[src/rtl/hwm_pkg.sv]
package hwm_pkg;
  localparam int unsigned HALF_W     = 16;
  localparam int unsigned WORD_W     = 2 * HALF_W;
  localparam int unsigned DEF_NREG   = 7;
  localparam int unsigned DEF_ADDR_W = 8;
  localparam int unsigned DEF_STAT   = 32'h20;

  typedef logic [HALF_W-1:0] half_t;
endpackage

[src/rtl/hwm_rst_sync.sv]
module hwm_rst_sync #(
  parameter int unsigned STAGES = 2
) (
  input  logic clk,
  input  logic rst_n,
  output logic rst_sync_n
);
  logic [STAGES-1:0] chain_q;
  logic [STAGES-1:0] chain_d;

  always_comb begin
    chain_d = {chain_q[STAGES-2:0], 1'b1};
  end

  always_ff @(posedge clk or negedge rst_n) begin
    if (!rst_n) chain_q <= '0;
    else        chain_q <= chain_d;
  end

  assign rst_sync_n = chain_q[STAGES-1];
endmodule

[src/rtl/hwm_addr_dec.sv]
module hwm_addr_dec #(
  parameter int unsigned NREG   = 7,
  parameter int unsigned ADDR_W = 8,
  parameter int unsigned STAT   = 32'h20
) (
  input  logic [ADDR_W-1:0] addr,
  output logic [NREG-1:0]   reg_hit,
  output logic              stat_hit
);
  for (genvar k = 0; k < NREG; k++) begin : g_hit
    assign reg_hit[k] = (addr == ADDR_W'(k * 4));
  end

  assign stat_hit = (addr == ADDR_W'(STAT));
endmodule

[src/rtl/hwm_mask_reg.sv]
module hwm_mask_reg
  import hwm_pkg::*;
(
  input  logic              clk,
  input  logic              rst_n,
  input  logic              we,
  input  logic [WORD_W-1:0] wdata,
  output half_t             q
);
  half_t mask;
  half_t data;
  half_t q_d;
  half_t q_r;

  assign mask = wdata[WORD_W-1:HALF_W];
  assign data = wdata[HALF_W-1:0];

  always_comb begin
    q_d = (q_r & ~mask) | (data & mask);
  end

  always_ff @(posedge clk or negedge rst_n) begin
    if (!rst_n)  q_r <= '0;
    else if (we) q_r <= q_d;
  end

  assign q = q_r;
endmodule

[src/rtl/hwm_read_mux.sv]
module hwm_read_mux
  import hwm_pkg::*;
#(
  parameter int unsigned NREG = 7
) (
  input  logic               clk,
  input  logic               rst_n,
  input  logic               rd,
  input  logic [NREG-1:0]    reg_hit,
  input  logic               stat_hit,
  input  logic [NREG*HALF_W-1:0] regs,
  input  half_t              status,
  output logic [WORD_W-1:0]  rdata
);
  half_t             sel_d;
  logic [WORD_W-1:0] rdata_d;
  logic [WORD_W-1:0] rdata_q;

  always_comb begin
    sel_d = '0;
    for (int k = 0; k < NREG; k++) begin
      if (reg_hit[k]) sel_d = sel_d | regs[k*HALF_W +: HALF_W];
    end
    if (stat_hit) sel_d = sel_d | status;
    rdata_d = {{HALF_W{1'b0}}, sel_d};
  end

  always_ff @(posedge clk or negedge rst_n) begin
    if (!rst_n)  rdata_q <= '0;
    else if (rd) rdata_q <= rdata_d;
  end

  assign rdata = rdata_q;
endmodule

[src/rtl/hwm_ctrl_bank.sv]
module hwm_ctrl_bank
  import hwm_pkg::*;
#(
  parameter int unsigned NREG   = DEF_NREG,
  parameter int unsigned ADDR_W = DEF_ADDR_W,
  parameter int unsigned STAT   = DEF_STAT
) (
  input  logic                     clk,
  input  logic                     rst_n,
  input  logic                     bus_wr,
  input  logic                     bus_rd,
  input  logic [ADDR_W-1:0]        bus_addr,
  input  logic [WORD_W-1:0]        bus_wdata,
  output logic [WORD_W-1:0]        bus_rdata,
  input  logic [HALF_W-1:0]        status_in,
  output logic [NREG*HALF_W-1:0]   ctrl_out
);
  localparam int unsigned LANES_W = NREG * HALF_W;

  logic               rst_sync_n;
  logic [NREG-1:0]    reg_hit;
  logic               stat_hit;
  logic [LANES_W-1:0] lanes;

  hwm_rst_sync #(.STAGES(2)) i_rst_sync (
    .clk        (clk),
    .rst_n      (rst_n),
    .rst_sync_n (rst_sync_n)
  );

  hwm_addr_dec #(.NREG(NREG), .ADDR_W(ADDR_W), .STAT(STAT)) i_dec (
    .addr     (bus_addr),
    .reg_hit  (reg_hit),
    .stat_hit (stat_hit)
  );

  for (genvar k = 0; k < NREG; k++) begin : g_reg
    logic  we_k;
    half_t q_k;

    assign we_k = bus_wr & reg_hit[k];

    hwm_mask_reg i_reg (
      .clk   (clk),
      .rst_n (rst_sync_n),
      .we    (we_k),
      .wdata (bus_wdata),
      .q     (q_k)
    );

    assign lanes[k*HALF_W +: HALF_W] = q_k;
  end

  hwm_read_mux #(.NREG(NREG)) i_rmux (
    .clk      (clk),
    .rst_n    (rst_sync_n),
    .rd       (bus_rd),
    .reg_hit  (reg_hit),
    .stat_hit (stat_hit),
    .regs     (lanes),
    .status   (status_in),
    .rdata    (bus_rdata)
  );

  assign ctrl_out = lanes;
endmodule

[config.mk]
export PLATFORM = sky130hd
export DESIGN_NAME = hwm_ctrl_bank
export DESIGN_NICKNAME = d
export VERILOG_FILES = /design/src/rtl/hwm_pkg.sv /design/src/rtl/hwm_rst_sync.sv /design/src/rtl/hwm_addr_dec.sv /design/src/rtl/hwm_mask_reg.sv /design/src/rtl/hwm_read_mux.sv /design/src/rtl/hwm_ctrl_bank.sv
export SDC_FILE = /design/constraint.sdc
export NUM_CORES = 1
export LEC_CHECK = 0
export CORE_ASPECT_RATIO = 1.75
export CORE_UTILIZATION = 48
export DETAILED_ROUTE_END_ITERATION = 10
export GPL_TIMING_DRIVEN = 1
export PLACE_DENSITY = 0.8
export REMOVE_ABC_BUFFERS = 1
export SLEW_MARGIN = 10
export SYNTH_ARGS = -nofsm -noshare
export SYNTH_HDL_FRONTEND = slang
export SYNTH_SLANG_ARGS = --single-unit
[constraint.sdc]
create_clock -name clk -period 5.1 [get_ports clk]
set_input_delay 1.02 -clock clk [delete_from_list [all_inputs] [get_ports clk]]
set_output_delay 1.02 -clock clk [all_outputs]
set_load 0.01 [all_outputs]
* Word-level counts from Yosys, hierarchy flattened
Cells that the tools add are included.
Storage, ports and cells: register bits after elaboration 130, input bits 60, word-level logic and storage cells 55
Cells by class: equal/unequal tests 7, multiplexer cells 8, bitwise operators 30, reductions and logical operators 1
Operators by type and width (count):
- $or A16 B16 Y16 | 14
- $and A16 B16 Y16 | 8
- $mux W16 | 8
- $eq A8 B5 Y1 const B | 3
- $eq A8 B4 Y1 const B | 2
- $not A16 Y16 | 1
- $eq A8 B3 Y1 const B | 1
- $eq A8 B6 Y1 const B | 1
- $logic_not A8 Y1 | 1
- $and A1 B1 Y1 | 7

* Logic depth before layout (Yosys ltp)
Gate-level depths: netlist of run 1.
depth after elaboration 16, mapped depth 8

* Cells and area by module
Synthesis of run 1 repeated with hierarchy kept, for this count alone.
Unflattened totals: cells, all modules 523, area total of the unflattened synthesis 6551.3 sq um
Modules (own cells, without submodules):
- hwm_mask_reg | instances 7, cells each 50, area an instance 700.7 sq um, sequential area each 400.4 sq um
- hwm_read_mux | instances 1, cells each 148, area an instance 1442.6 sq um, sequential area each 400.4 sq um
- hwm_addr_dec | instances 1, cells each 15, area an instance 106.4 sq um, sequential area each 0.0 sq um
- hwm_rst_sync | instances 1, cells each 3, area an instance 53.8 sq um, sequential area each 50.0 sq um
- hwm_ctrl_bank | instances 1, cells each 7, area an instance 43.8 sq um, sequential area each 0.0 sq um

* Least setup slack after synthesis of run 1
No wires, ideal clock.
path kind input to register, start input port bus_addr[2], end register with a tool-made name, setup time 0.125 ns, arrival time 2.328 ns, data required time 4.975 ns, setup slack 2.647 ns, cell stages on the path 8, path buffers 4, path through buf_4 -> and4bb_2 -> buf_4 -> and3_1 -> buf_4 -> buf_6 -> nand2_1 -> mux2_2
RTL lines:
- from (decl) | line hwm_ctrl_bank.sv:12 | input logic [ADDR_W-1:0] bus_addr,

==> results of run 1 <==
## kinds of logic after synthesis
group / after synthesis / share of synthesized area, %
DFF: 130 / 48.3
muxes: 137 / 22.8
buffers and inverters: 54 / 5.20
other: 2 / 0.112
and+or+nand+nor: 191 / 14.5
AOI/OAI and AO/OA: 82 / 8.99
## metrics by stage
step	hold slack (ns)	utilization [%]
after floorplan	0.331	-
after global placement	0.337	63.7
after detailed placement	0.343	63.7
after CTS	0.353	68.2
after global routing	0.366	68.2
final	0.349	68.2
## final timing paths
kind | endpoint | slack (ns) | cells after the start
worst max-delay path | flop | 1.42 | 5
worst min-delay path | i_rst_sync.chain_q[1]$_DFF_PN0_ | 0.35 | 0
worst max register to register | async pin | 3.32 | 1
worst min register to register | i_rst_sync.chain_q[1]$_DFF_PN0_ | 0.35 | 0
max in group asynchronous | async pin | 3.32 | 1
min in group asynchronous | i_rmux.rdata[10]$_DFFE_PN0P_ | 0.51 | 0
## final cells by class
class / count / area, um2
flip-flops and latches: 130 / 3260
clock buffers: 19 / 433
inverters: 1 / 3.75
repair buffers: 196 / 1930
well taps: 174 / 218
multi-input cells: 427 / 3200
fillers: 988 / 4290
clock inverters: 13 / 186
## power by group
| group | internal, mW | switching (mW) | leakage [nW] | total, mW |
|---|---|---|---|---|
| sequential | 1.07 | 0.0424 | 1.78 | 1.11 |
| combinational | 0.138 | 0.131 | 1.91 | 0.269 |
| clock | 0.817 | 0.454 | 0.289 | 1.27 |
| total | 2.02 | 0.628 | 3.98 | 2.65 |
## metal layers
metal | wire length, um | part of all wire, %
met1 | 7280 | 35
met2 | 11200 | 53
met3 | 1650 | 7.9
met4 | 852 | 4.1
met5 | 0 | 0
## critical path, cell delays in order
cell	delay, ns
clkdlybuf4s50_1	0.62
nor4b_4	0.89
and4_1	0.93
nand2_1	0.17
mux2_1	0.34
## cell usage after synthesis, drive strengths merged, types with 4 or more instances
library cell	count
a32o	10
clkbuf	12
nor2b	4
mux2i	7
nand3b	18
a22o	14
o32a	4
a22oi	13
dfrtp	130
nor3	9
mux2	130
o21ai	12
and3	8
a31oi	12
nor2	14
buf	41
nand2	115
a21oi	10
==> flow_summary.json, run 1 <==
{
  "synth_cell_types": 45,
  "wl_per_cell_um": 21.9,
  "final_common_cell": "clkdlybuf4s50_1",
  "fmax_ghz": 0.272,
  "fin_nets": 833,
  "synth_top_cell_area_share_pct": 48.3,
  "cap_viol_max_count": 0,
  "drt_iter0_drc": 556,
  "synthCells": 596,
  "cp.arrival_ns": 3.98,
  "numCtsBuffers": 17,
  "p_leak_nw": 3.98,
  "clkTransAtPathRegs_ns": 0.06,
  "drt-total-wl_mm": 21.0,
  "rows": 56,
  "cts_tree": "done",
  "setup_viol": 0,
  "hold_class": "reg2reg",
  "yosys_warnings": 0,
  "vdd_ir_drop_max_v": 0.000228,
  "synth.largest_area_cell": "dfrtp_1",
  "synth-async-reset-ratio_pct": 100,
  "met1_usage_pct": 33.9,
  "antenna_found_initial": 0,
  "clock_latency_ns": 0.42,
  "layout_common_cells": "clkdlybuf4s50_1 (186), dfrtp_1 (129), nand2_1 (115)",
  "setup_slack_ns": 1.42,
  "ys.flop_type": "dfrtp_1",
  "outcome": "finished clean",
  "core_region_area_um2": 13500,
  "boundaryPins": 204,
  "grt_max_degree": 80,
  "power_density_nw_per_um2": 287,
  "pre_cts_ws_ns": 0.998,
  "grt-busiest-layer": "met2",
  "clock_skew_ns": 0.00939,
  "avgSynthCellArea_um2": 11.3,
  "end_kind": "flop",
  "h-tree-depth": 4,
  "grt_first_pass_wirelength_mm": 32.3,
  "placed_cells": 928,
  "clk_path_buf_depth": 2,
  "maxSlewHeadroom_pct": 29.8,
  "place_hpwl_mm": 14.7,
  "grt_overflow_total": 0,
  "reg2reg_from": "i_rst_sync.chain_q[1]$_DFF_PN0_",
  "die_area_um2": 14500,
  "final_cells": 960,
  "ant_nets": 0,
  "crit_required_ns": 5.40,
  "die_h_um": 159,
  "synth-edff-count": 0,
  "worst_slew_pin_slew_ns": 1.05,
  "critPathLaunch": "bus_addr[5]",
  "die_w_um": 91.5,
  "critPathLaunchType": "input port",
  "num_vias": 5772,
  "start_util_pct": 49.8,
  "viasPerCell": 6.01,
  "netlist_area_um2": 6730,
  "period_share_pct": 72.2,
  "worstSetupPathType": "in2reg",
  "gp_congestion": 0.832,
  "p_total_mw": 2.65,
  "finalMaxSlewViolations": 0,
  "final_area_um2": 9230,
  "hold_viol": 0,
  "diodes": 0,
  "drc": 0,
  "synthTopCellsByArea": "dfrtp_1 (48%), mux2_2 (14%), mux2_1 (7.2%)",
  "grt_pass1_vias": 5901,
  "tns_ns": 0,
  "clockRootBuffer": "clkbuf_16",
  "post_cts_buffers": 0,
  "hold_start": "i_rst_sync.chain_q[0]$_DFF_PN0_",
  "io_buffer_count": 187,
  "met2_usage_pct": 52.1,
  "area_delta_synth_final_pct": 37.0,
  "hold_buffers": 0,
  "post_cts_resize_count": 0,
  "cts.sinks": 130,
  "drive_gt1_share_pct": 17.6,
  "drt_first_pass_iters": 5,
  "use_met3_pct": 6.26,
  "crit_fanout": 16,
  "rsz0062_at_grt": "no",
  "yosysSeqAreaShare_pct": 48.3,
  "postPlaceCellArea_um2": 8610,
  "post-route-min-period_ns": 3.68,
  "grt_usage_pct": 29.7,
  "synth_seq_cells": 130
}
No activity file was read; power rests on OpenSTA's default activity.
==> run 2, diff against run 1 <==
CORE_UTILIZATION = 43   (was 48)
PLACE_DENSITY = 0.75   (was 0.8)
clock period = 3.3 ns   (was 5.1 ns; I/O delays follow)
==> flow_summary.json, run 2 (synthesized netlist as in run 1, its figures left out) <==
{
  "outcome": "finished clean",
  "die_h_um": 168,
  "critPathSlowestCell": "nor3_2",
  "boundaryPins": 204,
  "cts.sinks": 130,
  "antenna_found_initial": 0,
  "drt_first_pass_iters": 5,
  "grt_pass1_vias": 6037,
  "fin_nets": 855,
  "slowest_delay_ns": 0.60,
  "critPathLaunchType": "input port",
  "crit_family": "simple AND/OR/NAND/NOR gates",
  "crit_fanout": 8,
  "finish.utilization_pct": 61.5,
  "final_common_cell": "clkdlybuf4s50_1",
  "viasPerCell": 5.77,
  "die_area_um2": 16200,
  "die_w_um": 96.6,
  "layout_common_cells": "clkdlybuf4s50_1 (186), dfrtp_1 (129), nand2_1 (115)",
  "drt-total-wl_mm": 21.8,
  "post-route-min-period_ns": 2.67,
  "ant_nets": 0,
  "grt_overflow_total": 0,
  "gp_congestion": 0.849,
  "drive_gt1_share_pct": 20.0,
  "met2_usage_pct": 48.0,
  "start_util_pct": 44.0,
  "path_cells": "clkdlybuf4s50_1 -> nor3_2 -> and4_1 -> buf_4 -> nand2_1 -> mux2_1",
  "p_leak_nw": 4.10,
  "final_area_um2": 9420,
  "cts_tree": "done",
  "power_density_nw_per_um2": 435,
  "fill_cells": 1206,
  "rows": 60,
  "clockRootBuffer": "clkbuf_16",
  "grt_first_pass_wirelength_mm": 34.3,
  "num_vias": 5735,
  "diodes": 0,
  "postPlaceCellArea_um2": 8800,
  "crit_required_ns": 3.59,
  "numCtsBuffers": 17,
  "hold_class": "reg2reg",
  "fmax_ghz": 0.374,
  "clk_path_buf_depth": 2,
  "grt-busiest-layer": "met2",
  "wl_per_cell_um": 22.0,
  "met1_usage_pct": 32.2,
  "path_buf_inv": 2,
  "hold_viol": 0,
  "use_met3_pct": 5.05,
  "clock_latency_ns": 0.41,
  "drt_iter0_drc": 379,
  "post_cts_resize_count": 0,
  "setup_viol": 0,
  "grt_usage_pct": 27.6,
  "area_delta_synth_final_pct": 39.9,
  "clock_skew_ns": 0.00994,
  "grt_max_degree": 71,
  "multi_input_area_um2": 3200,
  "rsz0062_at_grt": "no",
  "finalMaxSlewViolations": 0,
  "place_hpwl_mm": 15.8,
  "period_share_pct": 81.0,
  "final-seq-area_um2": 3260,
  "worst_slew_pin_slew_ns": 1.08,
  "h-tree-depth": 4,
  "maxSlewHeadroom_pct": 28.1,
  "end_kind": "flop",
  "drc": 0,
  "core_region_area_um2": 15300,
  "worstSetupPathType": "in2reg",
  "clkTransAtPathRegs_ns": 0.06,
  "cp.arrival_ns": 2.97,
  "hold_buffers": 0,
  "cap_viol_max_count": 0,
  "vdd_ir_drop_max_v": 0.000346,
  "io_buffer_count": 187,
  "post_cts_buffers": 0
}
-- run 2: stage by stage --
stage | worst slack, ns | setup TNS (ns) | hold slack [ns] | instances | power (mW)
floorplan | -0.590 | -75.53 | 0.331 | 558 | 1.85
global placement | 0.327 | 0 | 0.336 | 962 | 2.15
detailed placement | 0.266 | 0 | 0.348 | 962 | 2.16
CTS | 0.711 | 0 | 0.362 | 994 | 4.12
global route | 0.557 | 0 | 0.379 | 994 | 4.23
finish | 0.626 | 0 | 0.355 | 994 | 4.10
-- run 2: layout make-up --
class                           count  area share (%)
Clock buffer                       18            4.66
Clock inverter                     14            1.89
Inverter                            1          0.0399
Multi-Input combinational cell    427            33.9
Sequential cell                   130            34.6
Tap cell                          186            2.47
Timing Repair Buffer              218            22.4
-- run 2: report_power, final --
group          switching, mW  internal [mW]
Clock                  0.746           1.22
Combinational          0.211          0.220
Sequential            0.0586           1.65
Total                   1.02           3.08
-- run 2: routing by layer --
metal	up-vias	part of all wire (%)	routed length, um
met3	62	6.0	1310
met1	2868	38	8270
met5	-	0	0
li1	2511	-	-
met4	0	4.5	980
met2	294	52	11300
-- run 2: path summary, 6_finish.rpt --
kind / from / endpoint / slack (ns) / cells after the start
worst max-delay path: bus_addr[1] / flop / 0.63 / 6
worst min-delay path: i_rst_sync.chain_q[0]$_DFF_PN0_ / i_rst_sync.chain_q[1]$_DFF_PN0_ / 0.36 / 0
worst max register to register: flop / i_rmux.rdata[7]$_DFFE_PN0P_ / 1.83 / 4
worst min register to register: i_rst_sync.chain_q[0]$_DFF_PN0_ / i_rst_sync.chain_q[1]$_DFF_PN0_ / 0.36 / 0
max in group asynchronous: i_rst_sync.chain_q[1]$_DFF_PN0_ / async pin / 2.01 / 1
min in group asynchronous: i_rst_sync.chain_q[1]$_DFF_PN0_ / async pin / 0.40 / 0
